<file path="src/rtl/bulkcmd_pkg.sv">
package bulkcmd_pkg;
  localparam logic [7:0] CMD_PREFIX = 8'hAF;
  localparam logic [7:0] OP_REGWR   = 8'h20;
  localparam logic [7:0] OP_COPY    = 8'h6A;
  localparam logic [7:0] LOCK_INDEX = 8'hFF;
  localparam logic [7:0] LOCK_VAL   = 8'h00;
  localparam logic [7:0] UNLOCK_VAL = 8'hFF;
  localparam int         COPY_ARGS  = 7;

  typedef enum logic [1:0] {
    PS_IDLE,
    PS_CODE,
    PS_REG,
    PS_COPY
  } pstate_t;
endpackage

</file>
<file path="src/rtl/bulkcmd_parser.sv">
module bulkcmd_parser
  import bulkcmd_pkg::*;
(
  input  logic        clk,
  input  logic        rst,
  input  logic        in_valid,
  input  logic        in_ready,
  input  logic [7:0]  in_data,
  output logic        wr_en,
  output logic [7:0]  wr_idx,
  output logic [7:0]  wr_val,
  output logic        cp_fire,
  output logic [23:0] cp_src,
  output logic [7:0]  cp_cnt,
  output logic [23:0] cp_dst,
  output logic        err
);
  localparam int SHW = (COPY_ARGS - 1) * 8;

  pstate_t        st;
  logic [2:0]     cnt;
  logic [7:0]     idx_q;
  logic [SHW-1:0] sh;
  logic           acc;
  logic [SHW+7:0] full;

  always_comb begin
    acc     = in_valid && in_ready;
    full    = {sh, in_data};
    wr_en   = acc && (st == PS_REG) && (cnt == 3'd1);
    wr_idx  = idx_q;
    wr_val  = in_data;
    cp_fire = acc && (st == PS_COPY) && (cnt == 3'(COPY_ARGS - 1));
    cp_src  = full[55:32];
    cp_cnt  = full[31:24];
    cp_dst  = full[23:0];
  end

  always_ff @(posedge clk) begin
    if (rst) begin
      st    <= PS_IDLE;
      cnt   <= '0;
      idx_q <= '0;
      sh    <= '0;
      err   <= 1'b0;
    end else if (acc) begin
      unique case (st)
        PS_IDLE: if (in_data == CMD_PREFIX) st <= PS_CODE;
        PS_CODE: begin
          cnt <= '0;
          if (in_data == OP_REGWR)        st <= PS_REG;
          else if (in_data == OP_COPY)    st <= PS_COPY;
          else if (in_data == CMD_PREFIX) st <= PS_CODE;
          else begin
            err <= 1'b1;
            st  <= PS_IDLE;
          end
        end
        PS_REG: begin
          if (cnt == 3'd0) begin
            idx_q <= in_data;
            cnt   <= 3'd1;
          end else begin
            st <= PS_IDLE;
          end
        end
        PS_COPY: begin
          sh  <= {sh[SHW-9:0], in_data};
          cnt <= cnt + 3'd1;
          if (cnt == 3'(COPY_ARGS - 1)) st <= PS_IDLE;
        end
        default: st <= PS_IDLE;
      endcase
    end
  end
endmodule

</file>
<file path="src/rtl/bulkcmd_regbank.sv">
module bulkcmd_regbank
  import bulkcmd_pkg::*;
#(
  parameter int NREG = 48
) (
  input  logic              clk,
  input  logic              rst,
  input  logic              wr_en,
  input  logic [7:0]        wr_idx,
  input  logic [7:0]        wr_val,
  output logic [NREG*8-1:0] act_flat,
  output logic              locked
);
  localparam int IW = $clog2(NREG);

  logic [7:0] shadow [NREG];
  logic [7:0] active [NREG];
  logic       in_range;

  assign in_range = (wr_idx < 8'(NREG));

  always_ff @(posedge clk) begin
    if (rst) begin
      locked <= 1'b0;
      for (int i = 0; i < NREG; i++) begin
        shadow[i] <= '0;
        active[i] <= '0;
      end
    end else if (wr_en) begin
      if (wr_idx == LOCK_INDEX) begin
        if (wr_val == LOCK_VAL) begin
          locked <= 1'b1;
        end else if (wr_val == UNLOCK_VAL) begin
          locked <= 1'b0;
          for (int i = 0; i < NREG; i++) active[i] <= shadow[i];
        end
      end else if (in_range) begin
        shadow[wr_idx[IW-1:0]] <= wr_val;
        if (!locked) active[wr_idx[IW-1:0]] <= wr_val;
      end
    end
  end

  for (genvar g = 0; g < NREG; g++) begin : g_flat
    assign act_flat[g*8 +: 8] = active[g];
  end
endmodule

</file>
<file path="src/rtl/bulkcmd_copyout.sv">
module bulkcmd_copyout (
  input  logic        clk,
  input  logic        rst,
  input  logic        fire,
  input  logic [23:0] src_in,
  input  logic [7:0]  cnt_in,
  input  logic [23:0] dst_in,
  input  logic        cp_ready,
  output logic        cp_valid,
  output logic [23:0] cp_src,
  output logic [7:0]  cp_cnt,
  output logic [23:0] cp_dst,
  output logic        in_ready
);
  assign in_ready = !cp_valid;

  always_ff @(posedge clk) begin
    if (rst) begin
      cp_valid <= 1'b0;
      cp_src   <= '0;
      cp_cnt   <= '0;
      cp_dst   <= '0;
    end else if (fire) begin
      cp_valid <= 1'b1;
      cp_src   <= src_in;
      cp_cnt   <= cnt_in;
      cp_dst   <= dst_in;
    end else if (cp_valid && cp_ready) begin
      cp_valid <= 1'b0;
    end
  end
endmodule

</file>
<file path="src/rtl/bulkcmd_decoder.sv">
module bulkcmd_decoder #(
  parameter int NREG      = 48,
  parameter int NTIM      = 12,
  parameter int TIM_BASE  = 1,
  parameter int PCLK_IDX  = 8'h1B,
  parameter int BLANK_IDX = 8'h1F,
  parameter int B16_IDX   = 8'h20,
  parameter int B8_IDX    = 8'h26
) (
  input  logic             clk,
  input  logic             rst,
  input  logic             s_valid,
  output logic             s_ready,
  input  logic [7:0]       s_data,
  output logic             cp_valid,
  input  logic             cp_ready,
  output logic [23:0]      cp_src,
  output logic [7:0]       cp_cnt,
  output logic [23:0]      cp_dst,
  output logic [7:0]       o_depth,
  output logic [7:0]       o_blank,
  output logic [23:0]      o_base16,
  output logic [23:0]      o_base8,
  output logic [15:0]      o_pixclk,
  output logic [NTIM*16-1:0] o_timing,
  output logic             o_locked,
  output logic             o_err
);
  logic              wr_en;
  logic [7:0]        wr_idx, wr_val;
  logic              fire;
  logic [23:0]       f_src, f_dst;
  logic [7:0]        f_cnt;
  logic [NREG*8-1:0] act;

  bulkcmd_parser u_parser (
    .clk(clk), .rst(rst),
    .in_valid(s_valid), .in_ready(s_ready), .in_data(s_data),
    .wr_en(wr_en), .wr_idx(wr_idx), .wr_val(wr_val),
    .cp_fire(fire), .cp_src(f_src), .cp_cnt(f_cnt), .cp_dst(f_dst),
    .err(o_err)
  );

  bulkcmd_regbank #(.NREG(NREG)) u_bank (
    .clk(clk), .rst(rst),
    .wr_en(wr_en), .wr_idx(wr_idx), .wr_val(wr_val),
    .act_flat(act), .locked(o_locked)
  );

  bulkcmd_copyout u_copy (
    .clk(clk), .rst(rst),
    .fire(fire), .src_in(f_src), .cnt_in(f_cnt), .dst_in(f_dst),
    .cp_ready(cp_ready), .cp_valid(cp_valid),
    .cp_src(cp_src), .cp_cnt(cp_cnt), .cp_dst(cp_dst),
    .in_ready(s_ready)
  );

  // high byte at the even-offset index, low byte right after it
  for (genvar k = 0; k < NTIM; k++) begin : g_tim
    localparam int HI = TIM_BASE + 2 * k;
    assign o_timing[k*16 +: 16] = {act[HI*8 +: 8], act[(HI+1)*8 +: 8]};
  end

  assign o_depth  = act[0 +: 8];
  assign o_blank  = act[BLANK_IDX*8 +: 8];
  assign o_pixclk = {act[(PCLK_IDX+1)*8 +: 8], act[PCLK_IDX*8 +: 8]};
  assign o_base16 = {act[B16_IDX*8 +: 8], act[(B16_IDX+1)*8 +: 8], act[(B16_IDX+2)*8 +: 8]};
  assign o_base8  = {act[B8_IDX*8 +: 8], act[(B8_IDX+1)*8 +: 8], act[(B8_IDX+2)*8 +: 8]};
endmodule

</file>
<file path="config.mk">
export PLATFORM = sky130hd
export DESIGN_NAME = bulkcmd_decoder
export DESIGN_NICKNAME = d
export VERILOG_FILES = /design/src/rtl/bulkcmd_pkg.sv /design/src/rtl/bulkcmd_parser.sv /design/src/rtl/bulkcmd_regbank.sv /design/src/rtl/bulkcmd_copyout.sv /design/src/rtl/bulkcmd_decoder.sv
export SDC_FILE = /design/constraint.sdc
export NUM_CORES = 1
export LEC_CHECK = 0
export BUFFER_PORTS_ARGS = -buffer_cell sky130_fd_sc_hd__buf_2
export CAP_MARGIN = 20
export CORE_UTILIZATION = 40
export CTS_BUF_LIST = sky130_fd_sc_hd__clkbuf_2
export DETAILED_ROUTE_END_ITERATION = 16
export PLACE_DENSITY = 0.62
export SETUP_SLACK_MARGIN = 0.15
export SYNTH_ARGS = -nofsm -noshare
export SYNTH_HDL_FRONTEND = slang
export SYNTH_SLANG_ARGS = --single-unit
export TNS_END_PERCENT = 1
</file>
<file path="constraint.sdc">
create_clock -name clk -period 4.9 [get_ports clk]
set_clock_uncertainty 0.1 [all_clocks]
set_input_delay 0.49 -clock clk [delete_from_list [all_inputs] [get_ports clk]]
set_output_delay 0.49 -clock clk [all_outputs]
set_load 0.01 [all_outputs]
</file>
==> results, run 1 <==
- The post-route worst hold slack is 0.2028 ns.
- The fraction of final layout cells sized beyond drive strength 1 is 29.90%.
- The total nets after synthesis is 2043.
- Measured along the y axis, the die boundary spans 262.8 um.
- The count of buffers inserted at the top-level ports is 343.
- The finished layout holds 3421 standard cells, fillers aside.
- sky130_fd_sc_hd__edfxtp_1 takes more of the synthesized area than any other cell.
- The slew of the pin with the lowest slew margin is 1.140 ns.
- Yosys mapped the design onto 51 distinct sky130hd cell types.
- STA classifies the critical path startpoint as a register.
- Setup violations remaining at the end of the flow were counted as 0.
- In this run the remaining antenna-violating nets after routing total 0.
- The final-layout setup total negative slack is 0 ns.
- The peak clock frequency supported by timing is 288.6 MHz.
- The total number of H-tree levels is 4.
- Max-cap violations in this run came to 0.
- The clock tree from TritonCTS is done.
- The share of total power dissipated in sequential elements is 59.6%.
- The relative contribution of the clock network to total power is 35.8%.
- The TritonCTS sink count is 664.
- Walking the worst path, the cells encountered are ha_1 -> and3b_1 -> nand2_2 -> buf_4 -> nor3_1 -> or2_2.
- The worst setup path is of the register to register kind.
- The routability congestion estimate from global placement is 0.8009.
- The worst endpoint data arrival time is 4.30 ns.
- Once placement completed, the tool counted placed cells totaling 3081.
- Summing the sequential cell areas from Yosys gives 68.86% of the chip area.
- The max-slew violation count is 0.
- The routed wire length is 75840 um.
- The worst setup path is captured at a register.
- For this configuration, the core starts out at a cell density of 40.45%.
- The region available for standard cell placement spans 0.06728 mm^2.
- The total global routing track utilization is 21.67%.
- The leakage power total is 11.65 nW.
- The first routing iteration left 1474 violations.
- The area growth from synthesis to final layout is 15.89%.
- The average wire per standard cell is 22.17 um.
- The relative slew slack is 23.17%.
- The worst-case IR drop observed on VDD is 0.1659 mV.
- The standard cell with the maximum stage delay on the critical path is sky130_fd_sc_hd__nor3_1.
- In this run the horizontal extent of the chip is 262.8 um.
- The run finished with clean final reports.
- The net total in the final layout is 2431.
- The number of buffers inserted to repair setup after CTS is 0.
- The number of buffers between clock root and the deepest sink is 3.
- The switching part of the total power is 25.12%.
- The power per standard cell area is 338.8 mW/mm^2.
- For this run, the slowest stage of the critical path takes 0.78 ns.
- The first global-routing pass estimated 112200 um of wire.
- A synthesized cell averages 13.43 um^2.
- In this run the cell area of the synthesized design comes to 0.02721 mm^2.
- Of the available clock period, the critical path in the final layout requires 70.70%.
- The number of cells upsized or downsized after cts is 0.
- The die area is 0.06908 mm^2.
- The clock period minus final worst setup slack is 3.464 ns.
- The min-delay analysis places its worst path in the category input pin to register.
- The top cell type by area accounts for 60.03% of the synthesized area.
- The number of hold violations in the final report is 0.
- The warning count from the yosys run is 0.
- The internal reg-to-reg setup slack is 1.44 ns.
- The post-DP HPWL is 46260 um.
- The I/O pin count is 344.
- Yosys attributes the largest share of cell area to sky130_fd_sc_hd__edfxtp_1 (60%), sky130_fd_sc_hd__dfxtp_1 (8.8%), sky130_fd_sc_hd__a32o_1 (6.6%), sky130_fd_sc_hd__and2_1 (6.3%), sky130_fd_sc_hd__nand2_1 (3.1%).
- The clock latency of the later-clocked register in the worst-skew pair is 1.31 ns.
- The total number of vias is 18420.
- The data required time at the worst endpoint is 5.73 ns.
- The count of hold-fix buffers inserted at cts is 22.
- After synthesis, the share of flip-flops with an asynchronous set or reset is 0%.
- The number of buffers and inverters on the critical path is 1.
- The clock transition time at the flip-flop clock pins of the worst setup and hold paths is 0.11 ns.
- Setup repair after global routing left no endpoint under its margin.
- The number of antenna violations at the first check in global routing is 3.
- After layout, the design draws a total of 10.69 mW.
- The via count of the first global-routing pass came to 17970.
- Using the TritonRoute via totals, the vias-per-cell ratio works out to 5.385.
- The clock root buffer is sky130_fd_sc_hd__clkbuf_2.
- In this run the core area contains 95 standard-cell rows.
- The critical path's top delay family is simple AND/OR/NAND/NOR gates.
- Combinational logic burns 4.7% of the power.
- Buffers inserted during clock tree synthesis total 170.
- Before antenna repair, the detailed router went through 6 iterations.
- For this run, design rule violations remaining after detail routing come to 0.
- In the synthesized netlist the dominant register cell turns out to be sky130_fd_sc_hd__edfxtp_1.
- The internal power component is 8.002 mW.
- The net switching power is 2.685 mW.
- The pin count of the biggest net entering global routing is 191.
- Yosys mapped a number of flops with a built-in enable equal to 544.
- The number of instances in the synthesized netlist is 2027.
- The maximum net fanout on the critical path is 14.
- The flip-flop and latch count after synthesis is 664.
- Summed over all layers, the global routing overflow is 0.
[worst reg2reg max path: cells and delay by family (launching register included)]
kind	cells	cell delay, ns
flops	1	0.41
buf+inv	1	0.38
simple gates	4	2.05
fa+ha+maj	1	0.20
[power by group through the flow]
stage / Clock [mW] / Sequential (mW) / Combinational (mW)
final: 3.82 / 6.37 / 0.497
after floorplan: 0 / 6.52 / 0.186
after global placement: 0 / 6.49 / 0.477
after global routing: 4.21 / 6.39 / 0.531
after detailed placement: 0 / 6.50 / 0.486
after CTS: 3.95 / 6.37 / 0.499
[state kept, by name, summed over array words and instances (netlist names)]
name / flops
u_parser.st: 2
u_copy.cp_cnt: 8
u_copy.cp_valid: 1
u_bank.shadow: 272
u_parser.wr_idx: 8
u_copy.cp_dst: 24
u_parser.cnt: 3
u_bank.locked: 1
u_parser.sh: 48
u_bank.active: 272
u_parser.err: 1
u_copy.cp_src: 24
[cell families after synthesis]
group	count (synthesis)	share of synthesized area (%)
AO/OA/AOI/OAI	408	11.80
adder cells (fa/ha/maj)	4	0.1839
buffers and inverters	208	3.080
flip-flops	664	68.86
multiplexers	24	0.9563
AND/OR/NAND/NOR	719	15.12
[path summary, 6_finish.rpt]
| kind | startpoint | endpoint | cells past startpoint |
|---|---|---|---|
| worst max register to register | u_parser.cnt[0] | u_bank.shadow[23][5] | 6 |
| worst min-delay path | s_data[7] | u_bank.shadow[11][7] | 3 |
| worst max-delay path | u_parser.cnt[0] | u_bank.shadow[23][5] | 6 |
| worst min register to register | u_parser.sh[0] | u_copy.cp_dst[8] | 2 |
[through the flow]
step | worst slack [ns] | area (um^2) | utilization [%]
after detailed placement | 1.234 | 29620 | 44.02
after global routing | 1.238 | 31540 | 46.88
after floorplan | 2.319 | 27210 | -
final | 1.436 | 31540 | 46.88
after CTS | 1.400 | 31420 | 46.70
after global placement | 1.356 | 29610 | 44.01
[final cells by class]
type / count / area, um^2
fillers: 6118 / 35740
flip-flops and latches: 664 / 18740
multi-input cells: 1155 / 7714
repair buffers: 417 / 2379
clock buffers: 250 / 1251
well taps: 873 / 1092
clock inverters: 52 / 331.6
inverters: 7 / 26.28
diodes: 3 / 7.507
[cells in the mapped netlist, types with 7 or more instances]
cell and count:
sky130_fd_sc_hd__nand2_1 224, sky130_fd_sc_hd__a22o_1 60, sky130_fd_sc_hd__nor4_4 12, sky130_fd_sc_hd__nor2_1 29
sky130_fd_sc_hd__nand2b_1 28, sky130_fd_sc_hd__clkbuf_1 146, sky130_fd_sc_hd__mux2_2 16, sky130_fd_sc_hd__edfxtp_1 544
sky130_fd_sc_hd__or2_2 36, sky130_fd_sc_hd__inv_1 7, sky130_fd_sc_hd__a32o_1 180, sky130_fd_sc_hd__nor3_1 16
sky130_fd_sc_hd__and2_1 273, sky130_fd_sc_hd__o21ai_0 45, sky130_fd_sc_hd__a21oi_1 110, sky130_fd_sc_hd__nand3_1 23
sky130_fd_sc_hd__mux2i_1 8, sky130_fd_sc_hd__dfxtp_1 120, sky130_fd_sc_hd__nor2b_1 20, sky130_fd_sc_hd__buf_2 45
sky130_fd_sc_hd__nand4_1 9, sky130_fd_sc_hd__buf_1 9
[metal layers]
metal | GRT usage (%) | vias to the layer above | part of all wire, %
met2 | 35.74 | 731 | 49
met1 | 27.72 | 9159 | 41
met3 | 5.594 | 112 | 7.1
met4 | 7.302 | 2 | 2.2
li1 | - | 8418 | -
met5 | 0 | - | 0.017
[cells in the final DEF, fill, tap and decap left out, drive strengths merged, types with 45 or more instances in the layout]
cell type,Yosys,layout
o21ai,45,45
buf,54,392
dfxtp,120,120
a32o,180,180
edfxtp,544,544
clkbuf,147,253
nand2,225,225
a21oi,110,110
a22o,60,60
and2,273,273
Power figures use the tool's default switching activity.
==> run 2, diff against run 1 <==
--- a/config.mk
+++ b/config.mk
@@ -5,12 +5,13 @@
 export SDC_FILE = /design/constraint.sdc
 export NUM_CORES = 1
 export LEC_CHECK = 0
+export ABC_AREA = 1
 export BUFFER_PORTS_ARGS = -buffer_cell sky130_fd_sc_hd__buf_2
 export CAP_MARGIN = 20
 export CORE_UTILIZATION = 40
 export CTS_BUF_LIST = sky130_fd_sc_hd__clkbuf_2
 export DETAILED_ROUTE_END_ITERATION = 16
-export PLACE_DENSITY = 0.62
+export PLACE_DENSITY = 0.64
 export SETUP_SLACK_MARGIN = 0.15
 export SYNTH_ARGS = -nofsm -noshare
 export SYNTH_HDL_FRONTEND = slang
==> constraint.sdc (replaced) <==
create_clock -name clk -period 3.1 [get_ports clk]
set_clock_uncertainty 0.1 [all_clocks]
set_input_delay 0.31 -clock clk [delete_from_list [all_inputs] [get_ports clk]]
set_output_delay 0.31 -clock clk [all_outputs]
set_load 0.01 [all_outputs]
==> run 2 against run 1 <==
Core utilization increased by 0.32 points. Critical path depth grew 6. Routed wire length increased by 4.3%. Global-route usage up 1.1 points. Synthesized cell count grew 29%. Via count is 11% higher. Sequential power grew 56%. Worst hold slack gained 0.050 ns. Critical path type is now input pin to register. Die area decreased by 0.42%. Setup slack worse by 1.1 ns.
==> results, run 2 <==
- The post-DP HPWL is 47160 um (was 46260 um).
- The total number of H-tree levels is 4 (unchanged).
- The most used flip-flop cell after synthesis is sky130_fd_sc_hd__edfxtp_1 (unchanged).
- The routing usage on met1 came to 30.33% (was 27.72%).
- The average via count per standard cell was 5.057 (was 5.385).
- The sequential share of power is 59.3% (was 59.6%).
- The met3 global-route usage is 6.307% (was 5.594%).
- The total standard cell area after synthesis is 0.02710 mm^2 (was 0.02721 mm^2).
- The via count of the first global-routing pass is 19760 (was 17970).
- The routability congestion estimate from global placement is 0.8152 (was 0.8009).
- The nature of the critical path endpoint is a register (unchanged).
- The I/O pin count is 344 (unchanged).
- The maximum net fanout on the critical path is 3 (was 14).
- The terminating pin of the worst hold path is u_copy.cp_dst[3] (was u_bank.shadow[11][7]).
- The main combinational cell family by area after synthesis was simple AND/OR/NAND/NOR gates (unchanged).
- The startpoint of the worst hold path is s_data[3] (was s_data[7]).
- The post-synthesis mux area share came to 0% (was 0.9563%).
- The ratio of final minimum period to clock period is 90.76%.
- Cell types with the highest counts after synthesis: sky130_fd_sc_hd__nand2_1 (668), sky130_fd_sc_hd__edfxtp_1 (544), sky130_fd_sc_hd__nor2_1 (440) (was sky130_fd_sc_hd__edfxtp_1 (544), sky130_fd_sc_hd__and2_1 (273), sky130_fd_sc_hd__nand2_1 (224)).
- Commonest cells after routing, fill and taps aside: sky130_fd_sc_hd__nand2_1 (667), sky130_fd_sc_hd__edfxtp_1 (544), sky130_fd_sc_hd__nor2_1 (438) (was sky130_fd_sc_hd__edfxtp_1 (544), sky130_fd_sc_hd__buf_2 (343), sky130_fd_sc_hd__and2_1 (272)).
- The clock transition time at the flip-flop clock pins of the worst setup and hold paths is 0.11 ns (about the same).
- The filler cell count is 6202 (was 6118).
- The xor/xnor share of the synthesized area came to 0.03232% (was 0%).
- The fraction of synthesized cell area taken by the top area cell type is 60.28% (was 60.03%).
- The peak clock frequency supported by timing is 355.4 MHz.
- The most common cell in the synthesized netlist is sky130_fd_sc_hd__nand2_1 (was sky130_fd_sc_hd__edfxtp_1).
- The leakage power total is 14.28 nW (was 11.65 nW).
- The count of buffers inserted at the top-level ports is 343 (unchanged).
- The TritonCTS buffer count was 169 (was 170).
- The part of the total power dissipated in combinational logic is 4.8% (was 4.7%).
- Result of the run: complete, no violations (unchanged).
- The fraction of the mapped netlist area in compound gates is 3.574% (was 11.80%).
- The clock root buffer is sky130_fd_sc_hd__clkbuf_2 (unchanged).
- The violation count after the first detailed-routing iteration is 1555 (was 1474).
- The start of the worst register-to-register path is u_parser.cnt[1] (was u_parser.cnt[0]).
- The net total in the final layout is 3079 (was 2431).
- The number of hold violations in the final report is 0 (unchanged).
- The depth of the most critical reg-to-reg path is 11 (was 6).
- The remaining global-route overflow came to 0 (unchanged).
- The number of max-cap violations is 0 (unchanged).
- The instance count along the most critical hold path was 5 (was 3).
- The number of buffers between clock root and the deepest sink is 3 (unchanged).
- The final routed DRC violation total came to 0 (unchanged).
- The critical setup path kind is input pin to register (was register to register).
- The least setup slack across all paths after layout is 0.2864 ns (was 1.436 ns).
- The relative slew slack is 40.29% (was 23.17%).
- The net switching power came to 4.292 mW (was 2.685 mW).
- The max-slew violation count was 0 (unchanged).
- The final-layout setup total negative slack is 0 ns (unchanged).
- Synth top area cells: sky130_fd_sc_hd__edfxtp_1 (60%), sky130_fd_sc_hd__nand2_1 (9.3%), sky130_fd_sc_hd__dfxtp_1 (8.9%), sky130_fd_sc_hd__nor2_1 (6.1%), sky130_fd_sc_hd__nand3_1 (4.9%) (was sky130_fd_sc_hd__edfxtp_1 (60%), sky130_fd_sc_hd__dfxtp_1 (8.8%), sky130_fd_sc_hd__a32o_1 (6.6%), sky130_fd_sc_hd__and2_1 (6.3%), sky130_fd_sc_hd__nand2_1 (3.1%)).
- Unrepaired setup endpoints after global routing: false (unchanged).
- The library cell occupying the most area in the post-synthesis netlist is sky130_fd_sc_hd__edfxtp_1 (unchanged).
- The final non-filler cell area was 0.03170 mm^2 (was 0.03154 mm^2).
- The area growth from synthesis to final layout came to 16.98% (was 15.89%).
- The flip-flop and latch count after synthesis is 664 (unchanged).
- The mean cell area of the mapped netlist came to 10.35 um^2 (was 13.43 um^2).
- The die area is 0.06879 mm^2 (was 0.06908 mm^2).
- The count of cell types in the netlist was 28 (was 51).
- The data required time at the worst endpoint is 4.24 ns (was 5.73 ns).
- The number of placed instances with taps included is 3734 (was 3081).
- The routed wire length came to 79120 um (was 75840 um).
- The smallest clock period supported by the final layout is computed as 2.814 ns.
- The worst supply voltage drop on vdd is 0.2720 mV (was 0.1659 mV).
- The number of instances in the synthesized netlist came to 2618 (was 2027).
- The pin count of the biggest net entering global routing is 178 (was 191).
- The category of the worst setup path launch point is an input pin (was register).
- The warning count from the yosys run is 0 (unchanged).
- The first-pass GRT wire length was 117800 um (was 112200 um).
- The clock tree from TritonCTS is done (unchanged).
- The adder-cell share of the synthesized area is 0.1847% (was 0.1839%).
- The type of the tightest min-delay check is input pin to register (unchanged).
- The global routing's busiest layer is met2 (unchanged).
- The standard cell with the maximum stage delay on the critical path is sky130_fd_sc_hd__dlygate4sd3_1 (was sky130_fd_sc_hd__nor3_1).
- The chip width came to 262.3 um (was 262.8 um).
- The total global routing track utilization is 22.81% (was 21.67%).
- The slew of the pin with the lowest slew margin is 0.8956 ns (was 1.140 ns).
- The average wire per standard cell is 19.52 um (was 22.17 um).
- The floorplan core area is 0.06716 mm^2 (was 0.06728 mm^2).
- The internal power component is 12.49 mW (was 8.002 mW).
- The clock latency of the later-clocked register in the worst-skew pair was 1.33 ns (was 1.31 ns).
- The most common cell type on the critical path is sky130_fd_sc_hd__dlygate4sd3_1.
- The number of buffers and inverters on the critical path is 6 (was 1).
- The switching part of the total power came to 25.58% (was 25.12%).
- The effective utilization at floorplan is 40.35% (was 40.45%).
- The relative contribution of the clock network to total power was 35.9% (was 35.8%).
- The power per standard cell area is 529.3 mW/mm^2 (was 338.8 mW/mm^2).
- The async set or reset register ratio after synthesis is 0% (unchanged).
- The TritonCTS sink count is 664 (unchanged).
- The count of flip-flops with a built-in enable after synthesis came to 544 (unchanged).
- The post-route worst hold slack is 0.2532 ns (was 0.2028 ns).
- The total nets after synthesis came to 2634 (was 2043).
- The largest incremental delay on the critical path came to 0.61 ns (was 0.78 ns).
- The number of rows created at floorplan is 95 (unchanged).
- Top Registers: u_bank.active: 272 flops, u_bank.shadow: 272 flops, u_parser.sh: 48 flops (unchanged).
- The most common cell after layout, fill and taps aside is sky130_fd_sc_hd__nand2_1 (was sky130_fd_sc_hd__edfxtp_1).
- The number of iterations in the first detailed-routing pass is 7 (was 6).
- Critical-path cell list: dlygate4sd3_1 -> buf_2 -> dlygate4sd3_1 -> nand2_1 -> dlygate4sd3_1 -> nor2_1 -> nand2_1 -> dlygate4sd3_1 -> a21oi_1 -> dlygate4sd3_1 -> and2_1 -> nor2_1 (was ha_1 -> and3b_1 -> nand2_2 -> buf_4 -> nor3_1 -> or2_2).
- The number of standard cells in the final layout excluding fillers was 4054 (was 3421).
- The final setup violation count is 0 (unchanged).
- The total cell area at the placement stage is 0.02985 mm^2 (was 0.02962 mm^2).
- The post-detailed-route count of antenna-violating nets is 0 (unchanged).
- The critical path's top delay family is buffers and inverters (was simple AND/OR/NAND/NOR gates).
- The total number of vias is 20500 (was 18420).
- The number of antenna violations at the first check in global routing is 1 (was 3).
- The fraction of met2 tracks used by global routing is 35.57% (was 35.74%).
- The proportion of synthesized chip area in sequential cells came to 69.14% (was 68.86%).
- The number of buffers inserted to repair setup after CTS came to 0 (unchanged).
- The worst endpoint data arrival time came to 3.95 ns (was 4.30 ns).
- The total power of the final layout is 16.78 mW (was 10.69 mW).
- The die boundary height is 262.3 um (was 262.8 um).
- The synthesized-area fraction occupied by and/or/nand/nor cells came to 22.77% (was 15.12%).
- The core occupancy in the finished layout is 47.20% (was 46.88%).
- The worst slack at placement was 0.4264 ns (was 1.234 ns).
- The worst flop-to-flop path endpoint is u_bank.locked (was u_bank.shadow[23][5]).
- The fraction of final layout cells sized beyond drive strength 1 came to 22.87% (was 29.90%).
- The internal reg-to-reg setup slack is 0.33 ns (was 1.44 ns).
## run 2: area by class of cell
type	count	area, um^2	area share [%]
multi-input cells	1662	7243	22.85
diodes	2	5.005	0.01579
repair buffers	420	2535	7.997
clock buffers	245	1226	3.868
inverters	146	550.5	1.737
clock inverters	42	310.3	0.9788
well taps	873	1092	3.446
flip-flops and latches	664	18740	59.11
## run 2: cells by family after synthesis
group,Yosys count
and+or+nand+nor,1464
DFF,664
buffers and inverters,292
AOI/OAI and AO/OA,193
adders and majority gates,4
xor gates and xnor gates,1
## run 2: repair_timing
item                                    in CTS  in global routing
hold endpoints to repair                   690                  0
resized for setup                            0                  1
hold buffers                                31                  0
endpoints found under the setup margin       0                  7
## run 2: layer usage
metal	routed length [um]	share of wire, %
met5	0	0
met3	6812	8.6
met1	33270	42
met4	2057	2.6
met2	36980	47
## run 2: power by group through the flow
| stage | clock [mW] | sequential [mW] | combinational [mW] |
|---|---|---|---|
| 6_report | 6.02 | 9.96 | 0.805 |
| 5_1_grt | 6.62 | 9.98 | 0.851 |
| 4_1_cts | 6.19 | 9.96 | 0.806 |
| 3_5_place_dp | 0 | 10.2 | 0.781 |
| 3_3_place_gp | 0 | 10.2 | 0.775 |
| 2_1_floorplan | 0 | 10.2 | 0.308 |
## run 2: worst max path at each step
stage / start / end / cells past startpoint
after CTS: u_parser.cnt[1] / u_bank.locked / 11
after floorplan: u_parser.cnt[1] / u_bank.shadow[40][0] / 10
after global placement: s_valid / u_bank.active[39][6] / 8
final: s_data[0] / u_parser.st[1] / 12
after detailed placement: s_valid / u_bank.active[40][5] / 8
after global routing: u_parser.cnt[1] / u_bank.active[38][0] / 9
## run 2: tightest hold or removal path, delay by kind of cell
family | cells | cell delay [ns]
buffers and inverters | 3 | 1.02
AOI/OAI and AO/OA | 2 | 0.30
